--- config.mk ---
export PLATFORM = sky130hd
export DESIGN_NAME = mip_proxy
export DESIGN_NICKNAME = d
export VERILOG_FILES = /design/src/rtl/mip_pkg.sv /design/src/rtl/mip_pick.sv /design/src/rtl/mip_beat_buf.sv /design/src/rtl/mip_bus_seq.sv /design/src/rtl/mip_proxy.sv
export SDC_FILE = /design/constraint.sdc
export NUM_CORES = 1
export LEC_CHECK = 0
export BUFFER_PORTS_ARGS = -buffer_cell sky130_fd_sc_hd__buf_2
export CORE_ASPECT_RATIO = 0.6
export CORE_MARGIN = 10
export CORE_UTILIZATION = 55
export CTS_CLUSTER_DIAMETER = 40
export DETAILED_ROUTE_END_ITERATION = 6
export PLACE_DENSITY = 0.79
export SLEW_MARGIN = 20
export SYNTH_ARGS = -nofsm -noshare
export SYNTH_HDL_FRONTEND = slang
export SYNTH_SLANG_ARGS = --single-unit
--- constraint.sdc ---
create_clock -name clk -period 3.12 [get_ports clk]
set_input_delay 0.156 -clock clk [delete_from_list [all_inputs] [get_ports clk]]
set_output_delay 0.156 -clock clk [all_outputs]
set_load 0.1 [all_outputs]
--- src/rtl/mip_pkg.sv ---
package mip_pkg;
  typedef enum logic [1:0] {
    ST_IDLE = 2'd0,
    ST_WR   = 2'd1,
    ST_RD   = 2'd2,
    ST_FIN  = 2'd3
  } seq_state_e;

  // address of a method inside the target object's window
  function automatic logic [31:0] method_address(logic [31:0] base, logic [31:0] stride,
                                                 logic [31:0] m);
    return base + stride * m;
  endfunction
endpackage

--- src/rtl/mip_pick.sv ---
module mip_pick #(
  parameter int N = 4,
  localparam int IW = (N > 1) ? $clog2(N) : 1
) (
  input  logic [N-1:0]  req_i,
  output logic [N-1:0]  grant_o,
  output logic [IW-1:0] idx_o,
  output logic          any_o
);
  always_comb begin
    grant_o = '0;
    idx_o   = '0;
    for (int i = N - 1; i >= 0; i--) begin
      if (req_i[i]) begin
        grant_o    = '0;
        grant_o[i] = 1'b1;
        idx_o      = IW'(i);
      end
    end
  end

  assign any_o = |req_i;
endmodule

--- src/rtl/mip_beat_buf.sv ---
module mip_beat_buf #(
  parameter int DW = 8,
  parameter int MAX_BEATS = 4,
  localparam int BW = $clog2(MAX_BEATS + 1),
  localparam int IW = (MAX_BEATS > 1) ? $clog2(MAX_BEATS) : 1
) (
  input  logic          clk,
  input  logic          rst_n,
  input  logic          load_i,
  input  logic [BW-1:0] lim_i,
  input  logic [DW-1:0] param_i,
  input  logic          fetch_i,
  input  logic [BW-1:0] idx_i,
  output logic [DW-1:0] data_o
);
  logic [DW-1:0] mem_q [MAX_BEATS];
  logic [BW-1:0] cap_cnt_q;
  logic [BW-1:0] cap_lim_q;
  logic          capturing;

  assign capturing = (cap_cnt_q < cap_lim_q);

  always_ff @(posedge clk) begin
    if (!rst_n) begin
      cap_cnt_q <= '0;
      cap_lim_q <= '0;
      for (int i = 0; i < MAX_BEATS; i++) mem_q[i] <= '0;
    end else if (load_i) begin
      mem_q[0]  <= param_i;
      cap_cnt_q <= BW'(1);
      cap_lim_q <= lim_i;
    end else if (capturing) begin
      mem_q[cap_cnt_q[IW-1:0]] <= param_i;
      cap_cnt_q <= cap_cnt_q + BW'(1);
    end
  end

  // bypass: the beat being presented this very cycle
  always_comb begin
    if ((load_i && idx_i == '0) || (capturing && cap_cnt_q == idx_i))
      data_o = param_i;
    else
      data_o = mem_q[idx_i[IW-1:0]];
  end


  beat_ready_chk: assert property (@(posedge clk) disable iff (!rst_n)
    (fetch_i && !load_i) |-> (idx_i <= cap_cnt_q));
endmodule

--- src/rtl/mip_bus_seq.sv ---
module mip_bus_seq #(
  parameter int DW = 8,
  parameter int AW = 16,
  parameter int MAX_BEATS = 4,
  parameter int NUM_M = 4,
  localparam int BW = $clog2(MAX_BEATS + 1),
  localparam int MIW = (NUM_M > 1) ? $clog2(NUM_M) : 1
) (
  input  logic           clk,
  input  logic           rst_n,
  input  logic           any_i,
  input  logic [MIW-1:0] idx_i,
  input  logic [BW-1:0]  beats_i,
  input  logic           ret_i,
  input  logic [AW-1:0]  addr_i,
  input  logic [DW-1:0]  beat_data_i,
  output logic [BW-1:0]  beat_idx_o,
  output logic           load_first_o,
  output logic           fetch_o,
  output logic           fin_o,
  output logic [MIW-1:0] cur_o,
  output logic [DW-1:0]  result_o,
  output logic           bus_req_o,
  output logic           bus_we_o,
  output logic [AW-1:0]  bus_addr_o,
  output logic [DW-1:0]  bus_wdata_o,
  input  logic           bus_ack_i,
  input  logic [DW-1:0]  bus_rdata_i
);
  import mip_pkg::*;

  seq_state_e    st_q;
  logic [BW-1:0] wcnt_q;
  logic [BW-1:0] nbeats_q;
  logic          ret_q;
  logic [BW-1:0] wnext;
  logic          more_beats;

  assign wnext        = wcnt_q + BW'(1);
  assign more_beats   = (wnext < nbeats_q);
  assign load_first_o = (st_q == ST_IDLE) && any_i;
  assign fetch_o      = (st_q == ST_WR) && bus_ack_i && more_beats;
  assign beat_idx_o   = (st_q == ST_IDLE) ? '0 : wnext;
  assign fin_o        = (st_q == ST_FIN);

  always_ff @(posedge clk) begin
    if (!rst_n) begin
      st_q        <= ST_IDLE;
      wcnt_q      <= '0;
      nbeats_q    <= '0;
      ret_q       <= 1'b0;
      cur_o       <= '0;
      result_o    <= '0;
      bus_req_o   <= 1'b0;
      bus_we_o    <= 1'b0;
      bus_addr_o  <= '0;
      bus_wdata_o <= '0;
    end else begin
      case (st_q)
        ST_IDLE: begin
          if (any_i) begin
            cur_o      <= idx_i;
            nbeats_q   <= beats_i;
            ret_q      <= ret_i;
            bus_addr_o <= addr_i;
            wcnt_q     <= '0;
            if (beats_i != '0) begin
              st_q        <= ST_WR;
              bus_req_o   <= 1'b1;
              bus_we_o    <= 1'b1;
              bus_wdata_o <= beat_data_i;
            end else if (ret_i) begin
              st_q      <= ST_RD;
              bus_req_o <= 1'b1;
              bus_we_o  <= 1'b0;
            end else begin
              st_q <= ST_FIN;
            end
          end
        end
        ST_WR: begin
          if (bus_ack_i) begin
            if (more_beats) begin
              wcnt_q      <= wnext;
              bus_wdata_o <= beat_data_i;
            end else if (ret_q) begin
              st_q     <= ST_RD;
              bus_we_o <= 1'b0;
            end else begin
              st_q      <= ST_FIN;
              bus_req_o <= 1'b0;
            end
          end
        end
        ST_RD: begin
          if (bus_ack_i) begin
            result_o  <= bus_rdata_i;
            st_q      <= ST_FIN;
            bus_req_o <= 1'b0;
          end
        end
        default: st_q <= ST_IDLE;
      endcase
    end
  end


  bus_hold_chk: assert property (@(posedge clk) disable iff (!rst_n)
    (bus_req_o && !bus_ack_i) |=> (bus_req_o && $stable(bus_we_o) &&
                                   $stable(bus_addr_o) && $stable(bus_wdata_o)));

  req_from_idle_chk: assert property (@(posedge clk) disable iff (!rst_n)
    $rose(bus_req_o) |-> ($past(st_q) == ST_IDLE));

  fin_after_ack_chk: assert property (@(posedge clk) disable iff (!rst_n)
    fin_o |-> ($past(bus_ack_i) || $past(st_q) == ST_IDLE));

  result_capture_chk: assert property (@(posedge clk) disable iff (!rst_n)
    (fin_o && ret_q) |-> (result_o == $past(bus_rdata_i)));
endmodule

--- src/rtl/mip_proxy.sv ---
module mip_proxy #(
  parameter int NUM_M = 4,
  parameter int DW = 8,
  parameter int AW = 16,
  parameter int MAX_BEATS = 4,
  parameter logic [31:0] BASE_ADDR = 32'h0000_4000,
  parameter logic [31:0] METHOD_STRIDE = 32'h0000_0010,
  localparam int BW = $clog2(MAX_BEATS + 1),
  localparam int MIW = (NUM_M > 1) ? $clog2(NUM_M) : 1,
  parameter logic [NUM_M*BW-1:0] BEATS_VEC = {3'd2, 3'd3, 3'd0, 3'd1},
  parameter logic [NUM_M-1:0] RET_MASK = 4'b0110
) (
  input  logic             clk,
  input  logic             rst_n,
  input  logic [NUM_M-1:0] start_i,
  input  logic [DW-1:0]    param_i,
  output logic [NUM_M-1:0] done_o,
  output logic [DW-1:0]    result_o,
  output logic             bus_req_o,
  output logic             bus_we_o,
  output logic [AW-1:0]    bus_addr_o,
  output logic [DW-1:0]    bus_wdata_o,
  input  logic             bus_ack_i,
  input  logic [DW-1:0]    bus_rdata_i
);
  logic [NUM_M-1:0] grant;
  logic [MIW-1:0]   pick_idx;
  logic             pick_any;
  logic [AW-1:0]    maddr  [NUM_M];
  logic [BW-1:0]    mbeats [NUM_M];
  logic [BW-1:0]    beat_idx;
  logic [DW-1:0]    beat_data;
  logic             load_first;
  logic             fetch;
  logic             fin;
  logic [MIW-1:0]   cur;

  mip_pick #(.N(NUM_M)) pick_i (
    .req_i(start_i), .grant_o(grant), .idx_o(pick_idx), .any_o(pick_any)
  );

  for (genvar m = 0; m < NUM_M; m++) begin : g_meth
    assign maddr[m]  = AW'(mip_pkg::method_address(BASE_ADDR, METHOD_STRIDE, 32'(m)));
    assign mbeats[m] = BEATS_VEC[m*BW +: BW];
    assign done_o[m] = fin && (cur == MIW'(m));
  end

  mip_beat_buf #(.DW(DW), .MAX_BEATS(MAX_BEATS)) buf_i (
    .clk(clk), .rst_n(rst_n), .load_i(load_first), .lim_i(mbeats[pick_idx]),
    .param_i(param_i), .fetch_i(fetch), .idx_i(beat_idx), .data_o(beat_data)
  );

  mip_bus_seq #(.DW(DW), .AW(AW), .MAX_BEATS(MAX_BEATS), .NUM_M(NUM_M)) seq_i (
    .clk(clk), .rst_n(rst_n), .any_i(pick_any), .idx_i(pick_idx),
    .beats_i(mbeats[pick_idx]), .ret_i(RET_MASK[pick_idx]), .addr_i(maddr[pick_idx]),
    .beat_data_i(beat_data), .beat_idx_o(beat_idx), .load_first_o(load_first),
    .fetch_o(fetch), .fin_o(fin), .cur_o(cur), .result_o(result_o),
    .bus_req_o(bus_req_o), .bus_we_o(bus_we_o), .bus_addr_o(bus_addr_o),
    .bus_wdata_o(bus_wdata_o), .bus_ack_i(bus_ack_i), .bus_rdata_i(bus_rdata_i)
  );


  done_onehot_chk: assert property (@(posedge clk) disable iff (!rst_n)
    $onehot0(done_o));

  done_pulse_chk: assert property (@(posedge clk) disable iff (!rst_n)
    (done_o != '0) |=> (done_o == '0));

  lowest_wins_chk: assert property (@(posedge clk) disable iff (!rst_n)
    pick_any |-> ($onehot(grant) && ((start_i & (grant - 1'b1)) == '0)));

  idle_after_done_chk: assert property (@(posedge clk) disable iff (!rst_n)
    (done_o != '0) |-> !bus_req_o);
endmodule

==> results of run 1 <==
-- kinds of logic (layout without fill, tap and decap cells) --
logic type | after synthesis | after routing | synth area share, %
AND/OR/NAND/NOR | 124 | 124 | 20.2
AO/OA/AOI/OAI | 85 | 85 | 17.0
flip-flops | 63 | 63 | 48.2
buffers and inverters | 39 | 78 | 6.48
adder cells (fa/ha/maj) | 10 | 10 | 3.81
multiplexers | 10 | 10 | 3.39
XOR/XNOR | 3 | 3 | 0.800
other | 1 | 13 | 0.114
-- stage by stage --
| step | utilization, % | hold WS (ps) |
|---|---|---|
| after floorplan | - | 304 |
| after global placement | 62.4 | 408 |
| after detailed placement | 62.4 | 416 |
| after CTS | 66.1 | 60.0 |
| after global routing | 66.1 | 74.8 |
| final | 66.1 | 63.7 |
-- sequential cells by signal, summed over array words and instances (netlist names) --
register	cells
seq_i.wcnt_q	3
seq_i.bus_addr_o	2
seq_i.st_q	2
seq_i.bus_wdata_o	8
seq_i.ret_q	1
seq_i.bus_req_o	1
buf_i.cap_cnt_q	3
seq_i.cur_o	1
buf_i.mem_q	32
seq_i.nbeats_q	1
seq_i.result_o	8
seq_i.bus_we_o	1
-- path summary, 6_finish.rpt --
kind | start | end | slack, ps | cells past startpoint
max | seq_i.wcnt_q[0] | seq_i.bus_req_o | 610 | 7
max reg2reg | seq_i.wcnt_q[0] | seq_i.bus_req_o | 610 | 7
min | bus_rdata_i[4] | seq_i.result_o[4] | 60 | 3
min reg2reg | seq_i.result_o[4] | seq_i.result_o[4] | 450 | 2
-- routing by layer --
layer,global-route usage (%),vias up,wire length (µm)
li1,-,1277,-
met1,25.1,1251,3920
met2,26.6,143,3630
met3,5.65,15,917
met4,6.24,0,104
met5,0,-,0
-- layout by cell type (no fill, tap or decap), types with 2 or more instances in the layout --
cell         n
a21oi_1     38
and2_1      33
and3_1       2
buf_2       47
buf_4        7
bufinv_16    2
clkbuf_8     9
clkinv_2     2
clkinvlp_4   2
conb_1      13
dfxtp_1     31
edfxtp_1    32
ha_1        10
inv_1        8
mux2_2       9
nand2_1     33
nand2b_1     6
nand3_1     11
nand4_1      3
nor2_1      14
nor2b_1      2
nor3_1       9
nor3_2       2
o21ai_0      5
o22ai_1     17
o31ai_1      8
or2_2        2
or3_1        3
xnor2_1      2
-- final cells by class --
type	count	area [µm²]	area share [%]
clock inverter	6	85.1	2.27
tap	80	100	2.67
multi-input combinational	245	1540	41.0
inverter	8	30.0	0.800
clock buffer	10	128	3.40
timing repair buffer	54	288	7.67
sequential	63	1580	42.1
-- worst min-delay path, stage by stage --
cell	delay [ps]
buf_2	90
nand3_1	50
a21oi_1	50
-- power by group through the flow --
stage,Sequential (µW),Clock (µW),Combinational (µW)
global route,1210,805,1900
CTS,1190,772,1740
global placement,1200,0,1700
finish,1190,762,1750
detailed placement,1200,0,1730
floorplan,1570,0,1020
==> flow_summary_export.csv, run 1 <==
group,metric,value,unit
cells_and_area,finalInstanceArea,3750,µm²
clock_tree,h-tree-depth,3,
synthesis,yosys_warnings,0,
worst_setup_path,cpLargestDelayFamily,"compound AO/OA/AOI/OAI gates",
clock_tree,cts_made_buffers,9,
worst_setup_path,end_kind,"flop",
synthesis,synth_top_area_share,29.3,%
detailed_routing,wire_per_inst,18.4,µm
power,total_power,3710,µW
placed_design,pre_cts_slack,682,ps
clock_tree,path_clk_slew,70,ps
clock_tree,post_cts_buffers,0,
timing,setup_ws,611,ps
timing,finalMaxSlewViolations,0,
cells_and_area,n_fill_cell,459,
global_routing,overflow,0,
detailed_routing,dr.first_iter.drc_count,237,
synthesis,synth.cell_area,3280,µm²
floorplan,core-area,5680,µm²
status,status,"completed",
detailed_routing,viasPerCell,5.76,
synthesis,netlist_instances,335,
cells_and_area,drive_gt1_share,23.3,%
power,switching_share,45.4,%
global_routing,grt_first_pass_wirelength,13.9,mm
min_path,hold_path_class,"in -> reg",
placed_design,place_congestion,0.881,
worst_setup_path,crit_chain,"ha_1 -> ha_1 -> a21boi_1 -> o31a_1 -> o21ai_1 -> a2111oi_0 -> mux2i_1",
worst_setup_path,cp_slowest_cell,"a2111oi_0",
global_routing,grt_use_total,18.3,%
worst_setup_path,cpPeakStageDelay,550,ps
power,p_clk_share,20.5,%
placed_design,dp.cells,450,
timing,fin_tns_setup,0,ps
worst_setup_path,cp_data_arrival_time,2780,ps
worst_setup_path,cp-start-kind,"flop",
synthesis,post-synth-top-count-cell,"a21oi_1",
clock_tree,clk_path_buf_depth,2,
synthesis,synthArstFlopShare,0,%
worst_setup_path,cp.required,3390,ps
clock_tree,cts_sinks,63,
placed_design,io_buffer_count,47,
global_routing,grt_max_degree,22,
power,peakVddDrop,0.000454,V
timing,hold_violations,0,
floorplan,start_util,57.9,%
floorplan,dieArea,9560,µm²
clock_tree,cts_resized,0,
detailed_routing,drc,0,
worst_setup_path,path_max_fanout,5,
detailed_routing,wl,8.57,mm
clock_tree,holdBufCountCts,0,
synthesis,seq_area_frac_synth,48.2,%
synthesis,synth_edf_count,32,
global_routing,grt_pass1_vias,2687,
power,p_int,2020,µW
clock_tree,root_buffer,"clkbuf_8",
placed_design,dpl.hpwl,6.42,mm
synthesis,synth-seq-cells,63,
detailed_routing,vias,2686,
worst_setup_path,critPathKind,"reg -> reg",
floorplan,placement_rows,21,
synthesis,yosys_most_used_dff,"edfxtp_1",
timing,setup_viol,0,
floorplan,io_pins,61,
cells_and_area,nets,414,
placed_design,place_area,3540,µm²
synthesis,ys_top_cells_by_count,"a21oi_1 (38), and2_1 (33), nand2_1 (33)",
clock_tree,cts_tree,"yes",
detailed_routing,antenna_left,0,
synthesis,synth_top_cell_by_area,"edfxtp_1",
timing,finalCritPeriodShare,80.4,%
cells_and_area,fin_cells,466,
power,p_seq_share,32.2,%
timing,worst_clock_skew,9.08,ps
power,powerDensity,988,nW/µm²
worst_setup_path,cp.buffers_inverters,0,
power,p_comb_share,47.3,%
global_routing,antenna_found_initial,0,
timing,tightest_slew,756,ps
clock_tree,insertion_delay,340,ps
synthesis,synth.distinct_cells,51,
detailed_routing,drtPass1Iterations,5,
worst_setup_path,crit_top_cell,"ha_1",
timing,rsz0062_at_grt,"no",
floorplan,die_w,120,µm
run,drv_cap,0,
timing,max_freq,0.399,GHz
timing,finalWorstPathRequiredPeriod,2510,ps
cells_and_area,areaGrowthSynthToFinish,14.2,%
power,p_switching,1680,µW
synthesis,avgSynthCellArea,9.80,µm²
floorplan,die_h,79.9,µm
timing,max_slew_margin,49.3,%
power,p_leak,0.00154,µW
cells_and_area,num_antenna_cells,0,
synthesis,ys_top_cells_by_area,"edfxtp_1 (29%), dfxtp_1 (19%), and2_1 (6.3%)",
(Power assumes the default switching activity.)
==> run 2: changes to the inputs <==
CORE_UTILIZATION = 50   (was 55)
PLACE_DENSITY = 0.76   (was 0.79)
clock period = 2.2 ns   (was 3.12 ns; I/O delays follow)
==> flow_summary_export.csv, run 2 (same netlist as run 1, synthesis figures left out) <==
group,metric,value,unit
status,status,"completed",
timing,finalCritPeriodShare,96.4,%
min_path,hold-path-endpoint,"seq_i.result_o[4]",
floorplan,placement_rows,22,
clock_tree,cts_tree,"yes",
floorplan,die_w,125,µm
timing,finalMaxSlewViolations,0,
clock_tree,clk_path_buf_depth,2,
placed_design,place_congestion,0.905,
worst_setup_path,cp_slowest_cell,"ha_1",
clock_tree,holdBufCountCts,0,
worst_setup_path,end_kind,"flop",
cells_and_area,regArea,1580,µm²
clock_tree,insertion_delay,340,ps
timing,setup_viol,0,
cells_and_area,final_cell_mix,"buf_2 (47), a21oi_1 (38), and2_1 (33), nand2_1 (33), edfxtp_1 (32)",
clock_tree,cts_sinks,63,
cells_and_area,drive_gt1_share,28.5,%
worst_setup_path,reg2reg_to,"buf_i.mem_q[1][0]",
timing,max_slew_margin,55.4,%
worst_setup_path,cp_data_arrival_time,2180,ps
min_path,hold_path_class,"in -> reg",
power,p_comb_share,50.7,%
placed_design,io_buffer_count,47,
timing,fin_tns_setup,0,ps
cells_and_area,n_fill_cell,552,
worst_setup_path,cpLargestDelayFamily,"simple AND/OR/NAND/NOR gates",
global_routing,grt_pass1_vias,2693,
power,p_switching,2470,µW
clock_tree,root_buffer,"clkbuf_8",
detailed_routing,drc,0,
global_routing,overflow,0,
worst_setup_path,cp.required,2260,ps
clock_tree,cts_made_buffers,9,
cells_and_area,areaGrowthSynthToFinish,20.2,%
detailed_routing,antenna_left,0,
power,p_leak,0.00163,µW
cells_and_area,multi_input_area,1630,µm²
worst_setup_path,cp.buffers_inverters,2,
power,p_seq_share,30.8,%
power,peakVddDrop,0.000636,V
cells_and_area,final_common_cell,"buf_2",
worst_setup_path,cp-start-kind,"flop",
cells_and_area,reg.largest.list,"buf_i.mem_q: 32 flops, seq_i.bus_wdata_o: 8 flops, seq_i.result_o: 8 flops",
worst_setup_path,r2r_setup_slack,80,ps
floorplan,dieArea,10300,µm²
clock_tree,h-tree-depth,3,
global_routing,grt_use_total,16.8,%
placed_design,dpl.hpwl,6.32,mm
power,switching_share,45.7,%
worst_setup_path,critPathKind,"reg -> reg",
global_routing,antenna_found_initial,0,
detailed_routing,wire_per_inst,18.2,µm
detailed_routing,drtPass1Iterations,4,
power,p_clk_share,18.5,%
cells_and_area,top_register,"buf_i.mem_q",
worst_setup_path,reg2reg_depth,7,
floorplan,start_util,52.6,%
clock_tree,path_clk_slew,70,ps
run,drv_cap,0,
worst_setup_path,cpPeakStageDelay,360,ps
global_routing,grt_max_degree,22,
timing,worst_clock_skew,10.8,ps
cells_and_area,largest_reg_flops,32,
worst_setup_path,path_max_fanout,8,
power,powerDensity,1370,nW/µm²
min_path,holdPathStages,3,
cells_and_area,nets,428,
worst_setup_path,crit_chain,"inv_1 -> ha_1 -> a211oi_2 -> nand2_1 -> nor3_2 -> nand2b_1 -> buf_12",
cells_and_area,utilization,63.2,%
detailed_routing,dr.first_iter.drc_count,230,
detailed_routing,viasPerCell,5.66,
min_path,worstHoldStart,"bus_rdata_i[4]",
timing,tightest_slew,666,ps
timing,finalWorstPathRequiredPeriod,2120,ps
power,p_int,2930,µW
detailed_routing,vias,2741,
timing,max_freq,0.472,GHz
floorplan,core-area,6250,µm²
floorplan,die_h,82.8,µm
worst_setup_path,r2r_start,"seq_i.bus_addr_o[5]",
timing,hold_violations,0,
floorplan,io_pins,61,
detailed_routing,wl,8.80,mm
global_routing,grt_first_pass_wirelength,13.8,mm
cells_and_area,num_antenna_cells,0,
==> run 2: changes by cell type in the layout (fill, tap and decap cells not counted), moves of 2 or more <==
cell | before | now
buf_4 | 7 | 19
nand2b_1 | 6 | 4
nand2b_2 | 0 | 2
o21ai_0 | 5 | 3
==> run 2: what timing repair did <==
action / 4_1_cts / 5_1_grt
gates resized for setup: 4 / 13
setup endpoints to repair: 10 / 27
pin swaps: 0 / 4
endpoints found under the hold margin: 0 / 0
gates cloned: 0 / 0
buffers inserted: 0 / 2
==> run 2: worst max-delay path by stage <==
stage / startpoint / to / slack (ps) / depth (start not counted)
after floorplan: seq_i.cur_o[0] / done_o[1] / -350 / 2
after global placement: seq_i.wcnt_q[0] / seq_i.bus_wdata_o[5] / 20 / 7
after detailed placement: seq_i.wcnt_q[0] / seq_i.bus_wdata_o[1] / -110 / 7
after CTS: seq_i.wcnt_q[0] / seq_i.wcnt_q[0] / -20 / 7
after global routing: seq_i.wcnt_q[0] / seq_i.st_q[1] / -3 / 8
final: seq_i.bus_addr_o[5] / buf_i.mem_q[1][0] / 80 / 7
==> run 2: layout make-up <==
cell class	instances	share of cell area (%)
Clock buffer	12	3.68
Inverter	8	0.761
Tap cell	84	2.66
Timing Repair Buffer	68	10.4
Multi-Input combinational cell	245	41.2
Clock inverter	4	1.20
Sequential cell	63	40.1
==> run 2: through the flow <==
step	hold WS, ps	std cells	total power, µW	instance area (µm²)	worst slack (ps)
global placement	364	466	4200	3650	18.2
global route	8.85	484	5690	3950	-3.34
finish	19.1	484	5400	3950	79.5
floorplan	258	347	3680	3340	-350
detailed placement	372	466	4280	3650	-113
CTS	8.86	482	5300	3860	-17.9
==> run 2: worst reg2reg max path, delay by kind of cell (launching register included) <==
| kind | cells | cell delay, ps |
|---|---|---|
| AND/OR/NAND/NOR | 3 | 540 |
| AO/OA/AOI/OAI | 1 | 330 |
| flip-flops | 1 | 340 |
| adder cells (fa/ha/maj) | 1 | 360 |
| buffers and inverters | 2 | 270 |
==> run 2: routing by layer <==
layer	up-vias	GRT usage, %	share of wire (%)
met5	-	2.26	0
met4	0	5.44	1.3
li1	1305	-	-
met1	1294	21.8	45
met2	126	25.1	44
met3	16	6.41	10
==> run 2: power groups by stage <==
| stage | Clock (µW) | Sequential [µW] | Combinational, µW |
|---|---|---|---|
| finish | 998 | 1660 | 2740 |
| global route | 1060 | 1680 | 2950 |
| CTS | 1010 | 1660 | 2640 |
| detailed placement | 0 | 1680 | 2600 |
| global placement | 0 | 1660 | 2540 |
| floorplan | 0 | 2220 | 1460 |
==> run 3: changes to the inputs <==
CORE_UTILIZATION = 52   (was 50)
PLACE_DENSITY = 0.77   (was 0.76)
SYNTH_HIERARCHICAL = 1   (was not set)
==> flow_summary_export.csv, run 3 <==
group,metric,value,unit
worst_setup_path,r2r_setup_slack,-20,ps
worst_setup_path,r2r_start,"seq_i/wcnt_q[1]",
cells_and_area,n_fill_cell,525,
global_routing,grt_max_degree,66,
timing,fin_hold_ws,33.9,ps
worst_setup_path,reg2reg_depth,9,
worst_setup_path,end_kind,"flop",
cells_and_area,largest_reg_flops,32,
placed_design,io_buffer_count,60,
cells_and_area,fin_cells,613,
power,p_int,4240,µW
floorplan,start_util,54.6,%
global_routing,overflow,0,
timing,max_freq,0.451,GHz
detailed_routing,dr.first_iter.drc_count,265,
cells_and_area,finalInstanceArea,5250,µm²
status,violations,"negative setup slack",
power,total_power,7370,µW
power,p_comb_share,51.7,%
min_path,worstHoldStart,"bus_rdata_i[6]",
power,p_switching,3130,µW
detailed_routing,viasPerCell,5.24,
min_path,hold_path_class,"in -> reg",
cells_and_area,final_cell_mix,"nand2_1 (78), buf_2 (60), dfxtp_1 (47)",
floorplan,die_h,88.2,µm
global_routing,antenna_found_initial,0,
detailed_routing,drc,0,
power,p_seq_share,28.3,%
timing,hold_violations,0,
synthesis,avgSynthCellArea,10.0,µm²
worst_setup_path,cp-start-kind,"flop",
cells_and_area,final_common_cell,"nand2_1",
timing,setup_viol,1,
clock_tree,clk_path_buf_depth,2,
detailed_routing,antenna_left,0,
cells_and_area,reg.largest.list,"buf_i/mem_q: 32 flops, seq_i/bus_addr_o: 16 flops",
synthesis,synth.cell_area,4030,µm²
timing,setup_ws,-19.5,ps
global_routing,grt_first_pass_wirelength,15.7,mm
status,status,"finished with violations",
power,switching_share,42.4,%
cells_and_area,top_register,"buf_i/mem_q",
clock_tree,insertion_delay,340,ps
worst_setup_path,critPathKind,"reg -> reg",
floorplan,dieArea,11800,µm²
timing,finalCritPeriodShare,101,%
worst_setup_path,path_max_fanout,8,
placed_design,place_area,4750,µm²
clock_tree,cts_made_buffers,9,
timing,finalWorstPathRequiredPeriod,2220,ps
timing,finalMaxSlewViolations,0,
cells_and_area,nets,539,
timing,rsz0062_at_grt,"yes",
clock_tree,h-tree-depth,3,
detailed_routing,drtPass1Iterations,4,
placed_design,dp.cells,592,
placed_design,place_congestion,0.833,
clock_tree,cts_sinks,83,
cells_and_area,drive_gt1_share,31.6,%
cells_and_area,areaGrowthSynthToFinish,30.3,%
clock_tree,path_clk_slew,60,ps
min_path,hold-path-endpoint,"seq_i/result_o[6]",
clock_tree,root_buffer,"clkbuf_16",
detailed_routing,wl,9.95,mm
synthesis,yosys_warnings,6,
detailed_routing,wire_per_inst,16.2,µm
power,p_clk_share,20.1,%
floorplan,placement_rows,24,
worst_setup_path,crit_chain,"ha_4 -> xor2_4 -> nor2b_4 -> or4b_4 -> o41ai_4 -> buf_12 -> mux2_4 -> nand3_2 -> o21ai_1",
worst_setup_path,reg2reg_to,"seq_i/bus_wdata_o[7]",
min_path,holdPathStages,3,
detailed_routing,vias,3215,
cells_and_area,num_antenna_cells,0,
clock_tree,cts_tree,"yes",
worst_setup_path,cp_data_arrival_time,2440,ps
clock_tree,holdBufCountCts,0,
floorplan,io_pins,61,
power,p_leak,0.00226,µW
placed_design,dpl.hpwl,6.81,mm
global_routing,grt_use_total,16.5,%
floorplan,die_w,134,µm
worst_setup_path,cp.required,2420,ps
floorplan,core-area,7390,µm²
placed_design,pre_cts_slack,-373,ps
global_routing,grt_pass1_vias,3136,
power,peakVddDrop,0.000800,V
worst_setup_path,cp_slowest_cell,"or4b_4",
synthesis,netlist_instances,402,
timing,worst_clock_skew,4.79,ps
run,drv_cap,0,
power,powerDensity,1400,nW/µm²
worst_setup_path,cpPeakStageDelay,550,ps
## run 3: layout make-up
type                            instances  area (µm²)  share of cell area [%]
Timing Repair Buffer                   98         661                    12.6
Inverter                               14        55.1                    1.05
Multi-Input combinational cell        298        2130                    40.5
Clock inverter                          5        52.6                    1.00
Clock buffer                           11         243                    4.62
Sequential cell                        83        1990                    37.8
Tap cell                              104         130                    2.48
## run 3: timing repair
item                                    4_1_cts  5_1_grt
hold endpoints to repair                      0        0
pin swaps                                     2        7
gates cloned                                  0        1
setup buffers                                 2        2
endpoints found under the setup margin        8       12
gates resized for setup                       8       27
## run 3: critical path, delay by kind of cell (launching register included)
| family | cells | cell delay (ps) |
|---|---|---|
| simple gates | 3 | 760 |
| flops | 1 | 340 |
| mux | 1 | 310 |
| buf+inv | 1 | 190 |
| fa+ha+maj | 1 | 180 |
| xor+xnor | 1 | 160 |
| compound gates | 2 | 150 |
## run 3: power by group through the flow
stage               combinational [µW]  sequential, µW  clock [µW]
CTS                               3520            2090        1510
global placement                  3300            2100           0
floorplan                         1740            3080           0
finish                            3810            2090        1480
detailed placement                3370            2110           0
global route                      4030            2120        1570
## run 3: through the flow
stage,util [%],TNS (ps)
2_1_floorplan,-,-1170
3_3_place_gp,64.3,-1730
3_5_place_dp,64.3,-2770
4_1_cts,69.2,0
5_1_grt,71.1,-284
6_report,71.1,-19.5
## run 3: layer usage
layer  GRT usage [%]  up-vias  part of all wire [%]
met1            21.4     1524                    43
met3            4.81       11                   7.9
li1                -     1588                     -
met2            26.1       92                    47
met4            6.00        0                   1.1
met5               0        -                     0
## run 3: worst max path at each step
stage / start / slack (ps) / cells past startpoint / end
after floorplan: seq_i/st_q[1] / -70 / 11 / buf_i/mem_q[2][0]
after global placement: buf_i/cap_lim_q[2] / -240 / 8 / seq_i/bus_wdata_o[6]
after detailed placement: buf_i/cap_lim_q[2] / -370 / 8 / seq_i/bus_wdata_o[4]
after CTS: seq_i/st_q[1] / 1 / 10 / seq_i/bus_wdata_o[7]
after global routing: seq_i/wcnt_q[1] / -50 / 9 / seq_i/bus_wdata_o[7]
final: seq_i/wcnt_q[1] / -20 / 9 / seq_i/bus_wdata_o[7]
